==> src/rtl/dl_pkg.sv <==
`timescale 1ns/1ps
package dl_pkg;
  // Number of history stages needed to reach the largest tap.
  function automatic int unsigned dl_depth(input int unsigned td0,
                                           input int unsigned tinc,
                                           input int unsigned addr_w);
    return td0 + ((1 << addr_w) - 1) * tinc + 1;
  endfunction

  // Narrowest clean pulse: ceil(6% of the full-scale delay change).
  function automatic int unsigned dl_min_width(input int unsigned tinc,
                                               input int unsigned addr_w);
    return (6 * ((1 << addr_w) - 1) * tinc + 99) / 100;
  endfunction
endpackage

==> src/rtl/dl_history.sv <==
`timescale 1ns/1ps
module dl_history #(
  parameter int unsigned DEPTH = 258
) (
  input  logic             clk,
  input  logic             rst,
  input  logic             din,
  output logic [DEPTH-1:0] hist
);
  // hist[k] holds the bit sampled k edges before the most recent one.
  always_ff @(posedge clk) begin
    if (rst) hist <= '0;
    else     hist <= {hist[DEPTH-2:0], din};
  end
endmodule

==> src/rtl/dl_tap.sv <==
`timescale 1ns/1ps
module dl_tap #(
  parameter int unsigned DEPTH  = 258,
  parameter int unsigned ADDR_W = 8,
  parameter int unsigned OFFSET = 2,
  parameter int unsigned STEP   = 1
) (
  input  logic [DEPTH-1:0]  hist,
  input  logic [ADDR_W-1:0] addr,
  output logic              tap
);
  localparam int unsigned IW = $clog2(DEPTH);
  logic [IW-1:0] idx;

  // Live decode: no register between the address pins and the tap select.
  always_comb begin
    idx = IW'(OFFSET) + IW'(STEP) * IW'(addr);
    tap = hist[idx];
  end
endmodule

==> src/rtl/dl_pulse_watch.sv <==
`timescale 1ns/1ps
module dl_pulse_watch #(
  parameter int unsigned MIN_W = 16
) (
  input  logic clk,
  input  logic rst,
  input  logic din,
  input  logic last_sample,
  output logic short_pulse
);
  localparam int unsigned CW = $clog2(MIN_W + 1);

  logic [CW-1:0] run_len;
  logic          armed;
  logic          level_change;
  logic          too_short;

  assign level_change = din ^ last_sample;
  assign too_short    = run_len < CW'(MIN_W);

  always_ff @(posedge clk) begin
    if (rst) begin
      run_len     <= '0;
      armed       <= 1'b0;
      short_pulse <= 1'b0;
    end else begin
      short_pulse <= level_change && armed && too_short;
      if (level_change) begin
        armed   <= 1'b1;
        run_len <= CW'(1);
      end else if (too_short) begin
        run_len <= run_len + CW'(1);
      end
    end
  end
endmodule

==> src/rtl/addr_delay_line.sv <==
`timescale 1ns/1ps
module addr_delay_line #(
  parameter int unsigned TD0    = 2,
  parameter int unsigned TINC   = 1,
  parameter int unsigned ADDR_W = 8
) (
  input  logic              clk,
  input  logic              rst,
  input  logic              din,
  input  logic [ADDR_W-1:0] addr,
  input  logic              en_n,
  output logic              dout,
  output logic              dout_n,
  output logic              short_pulse
);
  localparam int unsigned DEPTH = dl_pkg::dl_depth(TD0, TINC, ADDR_W);
  localparam int unsigned MIN_W = dl_pkg::dl_min_width(TINC, ADDR_W);

  logic [DEPTH-1:0] hist;
  logic [1:0]       taps;

  dl_history #(.DEPTH(DEPTH)) u_hist (
    .clk  (clk),
    .rst  (rst),
    .din  (din),
    .hist (hist)
  );

  // Tap 0 feeds the true output; tap 1 feeds the inverted output,
  // whose base offset is one stage shorter.
  for (genvar p = 0; p < 2; p++) begin : g_tap
    dl_tap #(
      .DEPTH  (DEPTH),
      .ADDR_W (ADDR_W),
      .OFFSET (TD0 - p),
      .STEP   (TINC)
    ) u_tap (
      .hist (hist),
      .addr (addr),
      .tap  (taps[p])
    );
  end

  dl_pulse_watch #(.MIN_W(MIN_W)) u_watch (
    .clk         (clk),
    .rst         (rst),
    .din         (din),
    .last_sample (hist[0]),
    .short_pulse (short_pulse)
  );

  assign dout   = en_n ? 1'b0 : taps[0];
  assign dout_n = en_n ? 1'b1 : ~taps[1];
endmodule

==> config.mk <==
export PLATFORM = sky130hd
export DESIGN_NAME = addr_delay_line
export DESIGN_NICKNAME = d
export VERILOG_FILES = /design/src/rtl/dl_pkg.sv /design/src/rtl/dl_history.sv /design/src/rtl/dl_tap.sv /design/src/rtl/dl_pulse_watch.sv /design/src/rtl/addr_delay_line.sv
export SDC_FILE = /design/constraint.sdc
export NUM_CORES = 1
export LEC_CHECK = 0
export BUFFER_PORTS_ARGS = -buffer_cell sky130_fd_sc_hd__buf_4
export CORE_ASPECT_RATIO = 1.75
export CORE_MARGIN = 2
export CORE_UTILIZATION = 50
export DETAILED_ROUTE_END_ITERATION = 6
export GPL_ROUTABILITY_DRIVEN = 0
export PLACE_DENSITY = 0.68
export SLEW_MARGIN = 25
export SYNTH_ARGS = -nofsm -noshare
export SYNTH_HDL_FRONTEND = slang
export SYNTH_SLANG_ARGS = --single-unit
==> constraint.sdc <==
create_clock -name clk -period 2 [get_ports clk]
set_input_delay 0.1 -clock clk [delete_from_list [all_inputs] [get_ports clk]]
set_output_delay 0.1 -clock clk [all_outputs]
set_load 0.05 [all_outputs]
==> reports/results.tsv <==
metric	value	unit
DR pass1 iterations	5	
worst setup margin	-832	ps
Post-synth EDFFs	0	
# rows	74	
# diodes	0	
clock insertion delay at the later pin of the skew report	530	ps
Power Density	758	nW/um^2
Core Area	23300	sq um
fin crit period	2830	ps
port bufs	14	
min-delay src	din	
Synth Net Count	973	
sequential-to-total area share from yosys stat	0.447	
DRC	0	
Fillers	1874	
total global-route track usage	0.230	
Max-Cap Viols	0	
die width	121	um
Mapped Cells	958	
antenna violations before repair	0	
Initial Utilization	0.509	
# clock sinks	265	
wire per inst	20.1	um
Hold Slack	343	ps
DR iter-0 viols	560	
status	finished, violations left	
Cell variety after synth	50	
Yosys warnings	0	
# IOs	15	
WS Path Type	register to output port	
Via Count	7977	
cell count after placement	1354	
CTS Buf Count	25	
Synth Area in Compound Gates	0.0295	
most common cell after layout, fill and taps aside	nor2b_1	
mux share of post-synthesis cell area	0.287	
final WL	28100	um
CTS Root Cell	clkbuf_16	
fin cells	1402	
worst hold-check path type	input pin to register	
share of cells above drive strength 1	0.337	
Worst-path clk slew	60	ps
Synth Area in Adders	0.00316	
XOR/XNOR Fraction of Synth Area	0.0156	
grt ovf	0	
hold path cells	3	
CTS tree	yes	
Clock Path Buffers	3	
largest family of logic cells by synthesized area	multiplexers	
CP endpoint kind	output port	
WHS Endpoint	u_hist.hist[0]	
fmax	0.353	GHz
fin nets	1098	
htree depth	1	
Worst Path Max Fanout	3	
Tcrit/Tclk final	1.42	
crit start category	register	
global-route wire length before repair	45400	um
Final Max Tran Viols	0	
Worst-Margin Slew	565	ps
vias in the first global route	8391	
leakage power	5.41	nW
ys flop type	dfxtp_1	
Placement Setup Slack	-681	ps
RSZ-0062 raised after global routing	true	
most frequent cells in the layout	nor2b_1, dfxtp_1, buf_4	
register-to-register setup slack	900	ps
worst reg2reg path startpoint	u_hist.hist[0]	
VDD IR max	0.673	mV
Final HPWL DP	19800	um
Post-Synthesis Cell Area	11900	sq um
Avg Vias per Cell	5.69	
Synth Register Bits	265	
Synth-to-Final Area Change	20.3	%
pin count of the biggest net entering global routing	69	
Die ar.	25100	sq um
Die H	208	um
clock skew	8.70	ps
failing checks	setup timing	
Post-Syn Area per Cell	12.4	sq um
final setup fails	2	
Reg2Reg Depth	3	
Fin. Hold Viols	0	
max_slew headroom	0.623	
Critical Path RT	1900	ps
simple-gate area share of the yosys netlist	0.185	
R2R Path End	u_watch.short_pulse	
share of flip-flops with an asynchronous set or reset	0	
CP arrival	2730	ps
DRT antenna net count	0	
metrics by stage:
stage	util	total power, mW	setup TNS [ps]	instance area, sq um
6_report	0.613	10.8	-1540	14300
5_1_grt	0.613	11.2	-1690	14300
4_1_cts	0.611	10.9	-1520	14200
3_5_place_dp	0.574	6.45	-1320	13400
3_3_place_gp	0.574	6.45	-1270	13400
2_1_floorplan	-	6.06	-481	12100
synth_stat cells (2+ instances only):
cell        n  share of area
a21bo_2     2         0.0017
a21oi_1    21         0.0088
a31oi_1     9         0.0047
buf_1       2        0.00063
buf_2      16         0.0067
buf_4       7         0.0044
buf_6       9         0.0085
clkbuf_1   42          0.013
dfxtp_1   265           0.45
ha_1        3         0.0032
mux2_2      4         0.0038
mux2i_1    22          0.019
mux4_1     14          0.031
mux4_2    123           0.23
nand2_1    53          0.017
nand2b_1    2         0.0011
nand3_1    11         0.0046
nand3b_1    2         0.0013
nand4_1     4         0.0021
nand4b_1    2         0.0015
nor2_1     15         0.0047
nor2b_1   259           0.14
nor3_1      7         0.0029
nor3b_1     2         0.0013
nor4_1      9         0.0047
nor4b_1     4         0.0029
o211ai_1    3         0.0019
o21ai_0     5         0.0021
o22ai_1     4         0.0021
xnor2_1    10         0.0074
xor2_1      8         0.0059
metal layers:
layer | global-route usage | share of wire
met2 | 0.414 | 0.53
met3 | 0.0277 | 0.042
met5 | 0 | 0
met1 | 0.275 | 0.39
met4 | 0.0958 | 0.037
flip-flops by register name (all words and copies together) (netlist names):
signal,flops
u_hist.hist,258
u_watch.run_len,5
u_watch.armed,1
u_watch.short_pulse,1
cells by family (layout without fill, tap and decap cells):
logic type	Yosys count	count (layout)
muxes	163	163
xor gates and xnor gates	19	19
DFF	265	265
and+or+nand+nor	377	377
buffers and inverters	77	217
AOI/OAI and AO/OA	54	54
adders and majority gates	3	3
power by group:
part           switching (mW)  internal (mW)
combinational           0.586          0.498
sequential            0.00603           5.29
clock                    1.95           2.50
total                    2.54           8.28
area by class of cell:
class,instances,area [sq um],share of cell area
clock inverter,6,55.1,0.00385
timing repair buffer,174,1530,0.107
inverter,1,3.75,0.000263
multi-input combinational,616,6320,0.442
sequential,265,5320,0.372
clock buffer,36,687,0.0481
tap,304,380,0.0266
how the worst max path moves through the flow:
stage                          startpoint  cells past startpoint     end  slack, ps
after CTS                 u_hist.hist[85]                      8    dout       -810
final                     u_hist.hist[85]                      8    dout       -830
after floorplan                   addr[0]                      9  dout_n       -260
after global placement            addr[0]                     10    dout       -650
after global routing      u_hist.hist[85]                      8    dout       -900
after detailed placement          addr[1]                     10  dout_n       -680
critical path: stages (launching register included):
cell and delay (ps):
dfxtp_2 320, mux4_2 490, mux4_2 480, mux2_4 310
nor3_4 120, a31oi_2 70, nand4_1 170, o211ai_4 90
buf_6 160
repair_timing:
action                                  4_1_cts  5_1_grt
endpoints found under the setup margin        2        2
endpoints found under the hold margin         5        0
gates resized for setup                      14       16
buffers inserted                              3        1
hold buffers                                  2        0
gates cloned                                  0        0
pin swaps                                     8        4
No activity file was read; power rests on OpenSTA's default activity.
